$ cat src/rtl/wat_pkg.sv
`timescale 1ns/1ps
package wat_pkg;
    localparam int IDX_W = 6;

    localparam logic [7:0] CH_CR = 8'h0D;
    localparam logic [7:0] CH_LF = 8'h0A;
    localparam logic [7:0] CH_O  = 8'h4F;
    localparam logic [7:0] CH_K  = 8'h4B;
    localparam logic [7:0] CH_GT = 8'h3E;

    typedef enum logic [1:0] {STEP_RST, STEP_JOIN, STEP_OPEN, STEP_SEND} step_e;
    typedef enum logic [1:0] {ST_CMD, ST_WAIT, ST_PAY, ST_IDLE} state_e;

    // Command bodies as byte constants; the line end is appended by the ROM.
    localparam int RST_LEN  = 6;
    localparam int JOIN_LEN = 16;
    localparam int OPEN_LEN = 25;
    localparam int SEND_LEN = 8;
    localparam logic [8*RST_LEN-1:0]  RST_TXT  = "AT+RST";
    localparam logic [8*JOIN_LEN-1:0] JOIN_TXT = "AT+JOIN=lab,pw42";
    localparam logic [8*OPEN_LEN-1:0] OPEN_TXT = "AT+OPEN=TCP,10.0.0.7,5000";
    localparam logic [8*SEND_LEN-1:0] SEND_TXT = "AT+SEND=";
endpackage

$ cat src/rtl/wat_cmd_rom.sv
`timescale 1ns/1ps
module wat_cmd_rom
    import wat_pkg::*;
#(
    parameter int PAY_LEN = 16
) (
    input  step_e            step,
    input  logic [IDX_W-1:0] idx,
    output logic [7:0]       byte_o,
    output logic             last_o
);
    localparam int NDIG    = (PAY_LEN >= 100) ? 3 : ((PAY_LEN >= 10) ? 2 : 1);
    localparam int TOP_DIV = (NDIG == 3) ? 100 : ((NDIG == 2) ? 10 : 1);

    function automatic logic [7:0] digit_char(input int k);
        int dv;
        dv = (k == 0) ? TOP_DIV : ((k == 1) ? (TOP_DIV / 10) : 1);
        if (dv == 0) dv = 1;
        return 8'h30 + 8'((PAY_LEN / dv) % 10);
    endfunction

    int         body_len;
    int         pos;
    logic [7:0] body_byte;

    always_comb begin
        pos       = int'(idx);
        body_byte = 8'h00;
        case (step)
            STEP_RST: begin
                body_len = RST_LEN;
                if (pos < RST_LEN) body_byte = RST_TXT[8*(RST_LEN-1-pos) +: 8];
            end
            STEP_JOIN: begin
                body_len = JOIN_LEN;
                if (pos < JOIN_LEN) body_byte = JOIN_TXT[8*(JOIN_LEN-1-pos) +: 8];
            end
            STEP_OPEN: begin
                body_len = OPEN_LEN;
                if (pos < OPEN_LEN) body_byte = OPEN_TXT[8*(OPEN_LEN-1-pos) +: 8];
            end
            default: begin
                body_len = SEND_LEN + NDIG;
                if (pos < SEND_LEN) body_byte = SEND_TXT[8*(SEND_LEN-1-pos) +: 8];
                else if (pos < body_len) body_byte = digit_char(pos - SEND_LEN);
            end
        endcase
        if (pos < body_len)       byte_o = body_byte;
        else if (pos == body_len) byte_o = CH_CR;
        else                      byte_o = CH_LF;
        last_o = (pos == body_len + 1);
    end
endmodule

$ cat src/rtl/wat_resp_match.sv
`timescale 1ns/1ps
module wat_resp_match
    import wat_pkg::*;
(
    input  logic       clk,
    input  logic       rst_n,
    input  logic       clr,
    input  logic [7:0] rx_data,
    input  logic       rx_valid,
    output logic       ok_hit,
    output logic       prompt_hit
);
    typedef struct packed {
        logic saw_o;
        logic ok;
        logic gt;
    } mstate_t;

    mstate_t m_d, m_q;

    always_comb begin
        m_d    = m_q;
        m_d.ok = 1'b0;
        m_d.gt = 1'b0;
        if (clr) begin
            m_d.saw_o = 1'b0;
        end else if (rx_valid) begin
            m_d.ok    = m_q.saw_o && (rx_data == CH_K);
            m_d.gt    = (rx_data == CH_GT);
            m_d.saw_o = (rx_data == CH_O);
        end
    end

    always_ff @(posedge clk) begin
        if (!rst_n) m_q <= '0;
        else        m_q <= m_d;
    end

    assign ok_hit     = m_q.ok;
    assign prompt_hit = m_q.gt;
endmodule

$ cat src/rtl/wat_step_timer.sv
`timescale 1ns/1ps
module wat_step_timer #(
    parameter int TIMEOUT_CYC = 50000
) (
    input  logic clk,
    input  logic rst_n,
    input  logic run,
    output logic expired
);
    localparam int CW = $clog2(TIMEOUT_CYC + 1);

    logic [CW-1:0] cnt_d, cnt_q;

    assign expired = run && (cnt_q == CW'(TIMEOUT_CYC - 1));

    always_comb begin
        if (!run || expired) cnt_d = '0;
        else                 cnt_d = cnt_q + 1'b1;
    end

    always_ff @(posedge clk) begin
        if (!rst_n) cnt_q <= '0;
        else        cnt_q <= cnt_d;
    end
endmodule

$ cat src/rtl/wifi_at_seq.sv
`timescale 1ns/1ps
module wifi_at_seq
    import wat_pkg::*;
#(
    parameter int PAY_LEN     = 16,
    parameter int TIMEOUT_CYC = 50000,
    parameter int MAX_RETRY   = 3
) (
    input  logic       clk,
    input  logic       rst_n,
    input  logic       blk_req,
    input  logic [7:0] pl_data,
    input  logic       pl_valid,
    output logic       pl_ready,
    output logic [7:0] tx_data,
    output logic       tx_valid,
    input  logic       tx_ready,
    input  logic [7:0] rx_data,
    input  logic       rx_valid,
    output logic       link_up,
    output logic       err_flag,
    output logic       blk_done
);
    localparam int PW = $clog2(PAY_LEN + 1);
    localparam int TW = $clog2(MAX_RETRY + 1);

    typedef struct packed {
        state_e           st;
        step_e            step;
        logic [IDX_W-1:0] idx;
        logic [TW-1:0]    tries;
        logic             data_phase;
        logic [PW-1:0]    pay_cnt;
        logic             link;
        logic             err;
        logic             done;
    } ctl_t;

    localparam ctl_t CTL_RST = '{st: ST_CMD, step: STEP_RST, idx: '0, tries: '0,
                                 data_phase: 1'b0, pay_cnt: '0, link: 1'b0,
                                 err: 1'b0, done: 1'b0};

    ctl_t       c_d, c_q;
    logic [7:0] rom_byte;
    logic       rom_last;
    logic       ok_hit, prompt_hit, tmo;
    logic       cmd_active, pay_active, waiting, want_prompt;

    assign cmd_active  = (c_q.st == ST_CMD);
    assign pay_active  = (c_q.st == ST_PAY);
    assign waiting     = (c_q.st == ST_WAIT);
    assign want_prompt = (c_q.step == STEP_SEND) && !c_q.data_phase;

    wat_cmd_rom #(.PAY_LEN(PAY_LEN)) u_rom (
        .step   (c_q.step),
        .idx    (c_q.idx),
        .byte_o (rom_byte),
        .last_o (rom_last)
    );

    wat_resp_match u_match (
        .clk        (clk),
        .rst_n      (rst_n),
        .clr        (!waiting),
        .rx_data    (rx_data),
        .rx_valid   (rx_valid),
        .ok_hit     (ok_hit),
        .prompt_hit (prompt_hit)
    );

    wat_step_timer #(.TIMEOUT_CYC(TIMEOUT_CYC)) u_timer (
        .clk     (clk),
        .rst_n   (rst_n),
        .run     (waiting),
        .expired (tmo)
    );

    always_comb begin
        c_d      = c_q;
        c_d.done = 1'b0;
        case (c_q.st)
            ST_CMD: begin
                if (tx_ready) begin
                    if (rom_last) begin
                        c_d.st  = ST_WAIT;
                        c_d.idx = '0;
                    end else begin
                        c_d.idx = c_q.idx + 1'b1;
                    end
                end
            end
            ST_WAIT: begin
                if (want_prompt && prompt_hit) begin
                    c_d.st      = ST_PAY;
                    c_d.pay_cnt = '0;
                end else if (!want_prompt && ok_hit) begin
                    c_d.tries = '0;
                    case (c_q.step)
                        STEP_RST:  begin c_d.step = STEP_JOIN; c_d.st = ST_CMD; end
                        STEP_JOIN: begin c_d.step = STEP_OPEN; c_d.st = ST_CMD; end
                        STEP_OPEN: begin
                            c_d.st   = ST_IDLE;
                            c_d.link = 1'b1;
                            c_d.err  = 1'b0;
                        end
                        default: begin
                            c_d.st         = ST_IDLE;
                            c_d.data_phase = 1'b0;
                            c_d.done       = 1'b1;
                        end
                    endcase
                end else if (tmo) begin
                    c_d.st         = ST_CMD;
                    c_d.idx        = '0;
                    c_d.data_phase = 1'b0;
                    if (c_q.tries == TW'(MAX_RETRY)) begin
                        c_d.tries = '0;
                        c_d.step  = STEP_RST;
                        c_d.link  = 1'b0;
                        c_d.err   = 1'b1;
                    end else begin
                        c_d.tries = c_q.tries + 1'b1;
                    end
                end
            end
            ST_PAY: begin
                if (pl_valid && tx_ready) begin
                    if (c_q.pay_cnt == PW'(PAY_LEN - 1)) begin
                        c_d.st         = ST_WAIT;
                        c_d.data_phase = 1'b1;
                    end else begin
                        c_d.pay_cnt = c_q.pay_cnt + 1'b1;
                    end
                end
            end
            default: begin
                if (blk_req) begin
                    c_d.st    = ST_CMD;
                    c_d.step  = STEP_SEND;
                    c_d.idx   = '0;
                    c_d.tries = '0;
                end
            end
        endcase
    end

    always_ff @(posedge clk) begin
        if (!rst_n) c_q <= CTL_RST;
        else        c_q <= c_d;
    end

    assign tx_valid = cmd_active || (pay_active && pl_valid);
    assign tx_data  = pay_active ? pl_data : rom_byte;
    assign pl_ready = pay_active && tx_ready;
    assign link_up  = c_q.link;
    assign err_flag = c_q.err;
    assign blk_done = c_q.done;
endmodule

$ cat config.mk
export PLATFORM = sky130hd
export DESIGN_NAME = wifi_at_seq
export DESIGN_NICKNAME = d
export VERILOG_FILES = /design/src/rtl/wat_pkg.sv /design/src/rtl/wat_cmd_rom.sv /design/src/rtl/wat_resp_match.sv /design/src/rtl/wat_step_timer.sv /design/src/rtl/wifi_at_seq.sv
export SDC_FILE = /design/constraint.sdc
export NUM_CORES = 1
export LEC_CHECK = 0
export BUFFER_PORTS_ARGS = -buffer_cell sky130_fd_sc_hd__buf_2
export CAP_MARGIN = 25
export CORE_MARGIN = 2
export CORE_UTILIZATION = 61
export CTS_CLUSTER_DIAMETER = 80
export DETAILED_ROUTE_END_ITERATION = 16
export GPL_ROUTABILITY_DRIVEN = 0
export PLACE_DENSITY_LB_ADDON = 0.12
export SLEW_MARGIN = 40
export SYNTH_ARGS = -nofsm -noshare
export SYNTH_HDL_FRONTEND = slang
export SYNTH_SLANG_ARGS = --single-unit
$ cat constraint.sdc
create_clock -name clk -period 3.2 [get_ports clk]
set_input_delay 0.32 -clock clk [delete_from_list [all_inputs] [get_ports clk]]
set_output_delay 0.32 -clock clk [all_outputs]
set_load 0.01 [all_outputs]
Yosys cells after proc, flatten, opt, wreduce, memory -nomap -nowiden
Cells that the tools add are included.
- bits in registers: 40
- bits of input ports: 22
- output and inout port bits: 13
- word-level logic and storage cells: 154
- add/sub/neg operators: 11
- div/mod/pow operators: 2
- order comparisons: 6
- equal/unequal tests: 28
- shifts and indexed selects: 4
- multiplexer cells: 47
- bitwise gates (word level): 6
- reduce and logical (&&, ||, !) cells: 37
- operators with widths (kind ; count):
    indexed part select 200 x 32 -> 8 bit (first input constant) ; 1
    2-to-1 mux 32 bit ; 4
    indexed part select 128 x 32 -> 8 bit (first input constant) ; 1
    zero test 32 bit ; 2
    indexed part select 64 x 32 -> 8 bit (first input constant) ; 1
    2-to-1 mux 8 bit ; 7
    indexed part select 48 x 32 -> 8 bit (first input constant) ; 1
    divider 6 x 32 -> 32 bit (first input constant) ; 1
    equality test 7 x 32 -> 1 bit ; 1
    modulo 32 x 5 -> 32 bit (second input constant) ; 1
    2-to-1 mux 2 bit ; 12
    2-to-1 mux 6 bit ; 4
    one-hot mux 8 bit (3 select lines) ; 1
    AND reduction 6 bit ; 4
    one-hot mux 6 bit (3 select lines) ; 1
    adder 16 x 1 -> 16 bit (second input constant) ; 1
    equality test 16 bit (second input constant) ; 1
    equality test 8 x 7 -> 1 bit (second input constant) ; 2
    one-hot mux 5 bit (3 select lines) ; 1
    inequality test 2 bit (second input constant) ; 7
    subtractor 3 x 6 -> 7 bit (first input constant) ; 2
    2-to-1 mux 13 bit ; 1
    < comparator 6 x 4 -> 1 bit (second input constant) ; 2
    < comparator 6 x 5 -> 1 bit (second input constant) ; 2
    other kinds (42) ; 80

Longest topological paths before layout
- depth after elaboration: 16
- depth in mapped cells: 11

Cells and area by module
Synthesis repeated with hierarchy kept, for this count alone.
- cells, all modules: 505
- area total of the unflattened synthesis: 3844.9 um2
- modules (own cells, without submodules) (module ; instances ; cells an instance ; area an instance (um2)):
    wat_cmd_rom ; 1 ; 234 ; 1555.2
    wifi_at_seq ; 1 ; 176 ; 1440.1
    wat_step_timer ; 1 ; 80 ; 714.4
    wat_resp_match ; 1 ; 15 ; 135.1

Least setup slack after synthesis
OpenSTA, ideal clock, no wires.
- path type: reg2out
- start point: register c_q[17] in the netlist's numbering
- end point: output port tx_data[2]
- arrival time: 2428 ps
- required time: 2880 ps
- slack: 452 ps
- cell stages (with the launch flop): 10
- path buffers: 0
- cell sequence: dfxtp_1 > inv_1 > ha_1 > nor2_1 > ha_1 > a21o_1 > a211oi_1 > o211a_1 > o2111ai_1 > o311ai_0
- longest elaborated chain between the ends: 6
- ends and longest elaborated chain (item ; RTL line ; text):
    start, declared ; wifi_at_seq.sv:43 ; ctl_t c_d, c_q;
    start signal, assigned ; wifi_at_seq.sv:148 ; if (!rst_n) c_q <= CTL_RST;
    start signal, assigned ; wifi_at_seq.sv:149 ; else c_q <= c_d;
    branches (longest 4 deep; another with < comparator 6 x 5 -> 1 bit) ; n/a ;
    2-to-1 mux 8 bit (*) ; wat_cmd_rom.sv:48 ; if (pos < body_len) byte_o = body_byte;
    2-to-1 mux 8 bit (*) ; wifi_at_seq.sv:153 ; assign tx_data = pay_active ? pl_data : rom_byte;
    end, declared ; wifi_at_seq.sv:15 ; output logic [7:0] tx_data,
Mark *: on every way between the ends.

Final worst setup path
- start point: register c_q[17] in the netlist's numbering
- end point: output port tx_data[1]
Same word-level chain as after synthesis.

==> reports/metrics.csv <==
metric,value,unit
fin_ws,142,ps
synth_edf_count,0,
rows,28,
synth_xor_area_share,6.27,%
synthMuxAreaShare,0.265,%
crit_slowest_cell,dfxtp_2,
switching_share,30.7,%
holdBufCountCts,0,
grt_max_degree,43,
hold_violations,0,
required,2880,ps
crit_type,flop to output pin,
die_w,82.6,um
placed_area,0.00401,mm^2
cts_buffer_depth,2,
firstDrtPassIters,7,
synthArstFlopShare,0,%
crit_fanout,5,
io_buffer_count,34,
peakVddDrop,0.000301,V
nFillCells,529,
multiInputGateArea,0.00277,mm^2
yosys_most_used_dff,dfxtp_1,
drt_wl_total,9760,um
worst_ep_arrival_time,2740,ps
numCtsBuffers,5,
power_frac_comb,23.9,%
p_switching,0.346,mW
final_area,0.00416,mm^2
crit_buf_inv,2,
cts_htree_levels,2,
drive_gt1_share,17.1,%
vias,3923,
timing.setup.tns,0,ps
leakage,1.64,nW
slew_violations,0,
clkPwrFrac,31.7,%
intPower,0.781,mW
fmax,0.327,GHz
final-seq-area,805,um^2
synth.cell_area,0.00377,mm^2
skew,3.73,ps
ys_ff_latch,40,
synthAdderAreaFrac,10.6,%
grt_pass1_wl,15300,um
die_h,82.6,um
ios,35,
grt_pass1_vias,3297,
cp_top_family,compound AO/OA/AOI/OAI gates,
setup_violations,0,
power_frac_seq,44.4,%
initial_core_util,63.3,%
cpPeakStageDelay,370,ps
final_cells,606,
dp_cells,597,
route.detailed.drc,0,
synth_compound_area_share,26.8,%
crit_chain,"inv_1, ha_1, nor2_2, ha_1, a21o_1, a211oi_4, o21ai_2, nor4_2, o311ai_1, a22o_1, buf_2",
antenna_left,0,
path_common_cell,ha_1,
p_total,1.13,mW
clk_pin_slew_worst_paths,80,ps
cts_tree,yes,
synth_cell_type_count,75,
clock_latency,290,ps
detail_route.vias_per_cell,6.47,
yosysSeqAreaShare,21.2,%
synth_top_area_share,21.2,%
antenna_cells,0,
antenna_found_initial,0,
clock_sinks,40,
maxCapViolations,0,
hp-class,input port to flop,
layout.nets,584,
drtIter0Drc,351,
p_per_area,271,mW/mm^2
core-area,0.00596,mm^2
synth-simple-area-share,28.1,%
start_kind,flop,
grt_use_total,28.7,%
synth_top_family_by_area,simple AND/OR/NAND/NOR gates,
fin_hold_ws,201,ps
synth_top_cell_by_area,dfxtp_1,
rsz0062_at_grt,no,
grt.overflow.total,0,
period_minus_slack,3060,ps
relSlewSlack,63.6,%
status,completed,
synthesis.nets,555,
place_ws,149,ps
synth_area_leaders,"dfxtp_1, ha_1, o21ai_0, nor2_1, nand2_1",
netlist_instances,501,
postLayoutCoreUtil,69.8,%
ys_warn_count,0,
worst_pin_slew,541,ps
hpwl,7260,um
area_growth,10.3,%
die_area,0.00683,mm^2
avgRoutedWirePerCell,16.1,um
cp-end-kind,output pin,
ctsRootBufferMaster,clkbuf_8,
syn_avg_cell_area,7.53,um^2
period_share,95.6,%
-- layout by cell type, fill, tap and decap left out, drive strengths merged, types with 5 or more instances in the layout --
master	synthesis	layout
nand3	18	18
o211ai	8	8
nor2	46	46
ha	32	32
a211o	5	5
nand4	13	13
clkbuf	7	6
nor3	16	16
o21ai	35	35
o21a	5	5
nand2b	9	9
a211oi	6	6
nor4	7	7
inv	25	26
and2	10	10
a21oi	26	26
dfxtp	40	40
buf	22	51
nand2	46	46
nor2b	6	6
xnor2	15	15
a31oi	12	12
xor2	12	12
and3	9	9
nand3b	6	6
-- synth_stat cells, types with 4 or more instances --
cell type / number
and3_1: 9
inv_1: 24
nand2b_1: 8
a211o_1: 5
buf_4: 4
dfxtp_1: 40
nand3_1: 18
o21ai_0: 35
o211ai_1: 7
nand4_1: 13
buf_2: 15
nand2_1: 45
o21a_1: 5
nor4_1: 6
nor2_1: 46
a211oi_1: 6
nor3_1: 15
clkbuf_1: 7
and2_1: 9
a31oi_1: 11
nor2b_1: 5
xnor2_1: 15
o31ai_1: 4
ha_1: 32
xor2_1: 12
nand3b_1: 6
a21oi_1: 25
-- worst reg2reg max path: cells and delay by family, from the launching register on --
family	cells	cell delay, ps
AO/OA/AOI/OAI	2	380
adder cells (fa/ha/maj)	2	540
buffers and inverters	3	470
flip-flops	1	370
AND/OR/NAND/NOR	2	470
-- path summary, 6_finish.rpt --
kind | slack [ps] | startpoint | depth (start not counted) | end
setup / recovery | 140 | c_q[17] | 11 | tx_data[1]
hold / removal | 200 | rx_data[2] | 2 | u_match.ok_hit
setup reg to reg | 890 | c_q[17] | 9 | c_q[13]
hold reg to reg | 440 | u_match.m_q[2] | 2 | u_match.ok_hit
-- routing by layer --
metal | global-route usage [%] | share of wire (%) | vias up
met4 | 9.18 | 3.0 | 0
met1 | 36.5 | 42 | 1794
li1 | - | - | 1897
met3 | 2.61 | 7.2 | 39
met5 | 0 | 0 | -
met2 | 51.0 | 48 | 193
-- state kept, by name (all words and copies together) (netlist names) --
register and flops:
u_match.prompt_hit 1, u_match.ok_hit 1, u_timer.cnt_q 16, c_q 18, link_up 1, err_flag 1
blk_done 1, u_match.m_q 1
-- power by group through the flow --
stage          combinational, mW  clock (mW)  sequential (mW)
2_1_floorplan              0.182           0            0.515
3_3_place_gp               0.254           0            0.513
3_5_place_dp               0.258           0            0.513
4_1_cts                    0.258       0.365            0.501
5_1_grt                    0.293       0.382            0.501
6_report                   0.270       0.357            0.501
-- cell families (layout without fill, tap and decap cells) --
group / after synthesis / count (layout)
buffers and inverters: 56 / 86
and+or+nand+nor: 202 / 202
DFF: 40 / 40
xor gates and xnor gates: 27 / 27
adders and majority gates: 32 / 32
muxes: 1 / 1
AOI/OAI and AO/OA: 143 / 143
-- timing repair --
item                       4_1_cts  5_1_grt
pin swaps                        0        3
resized for setup                3       13
setup buffers                    0        1
setup endpoints to repair        3        6
hold endpoints to repair         0        0
-- cell type report --
class	instances	share of cell area, %
multi-input cells	405	66.5
flip-flops and latches	40	19.3
repair buffers	51	7.16
inverters	27	2.44
well taps	75	2.26
clock buffers	6	1.99
clock inverters	2	0.331
(Power assumes the default switching activity.)
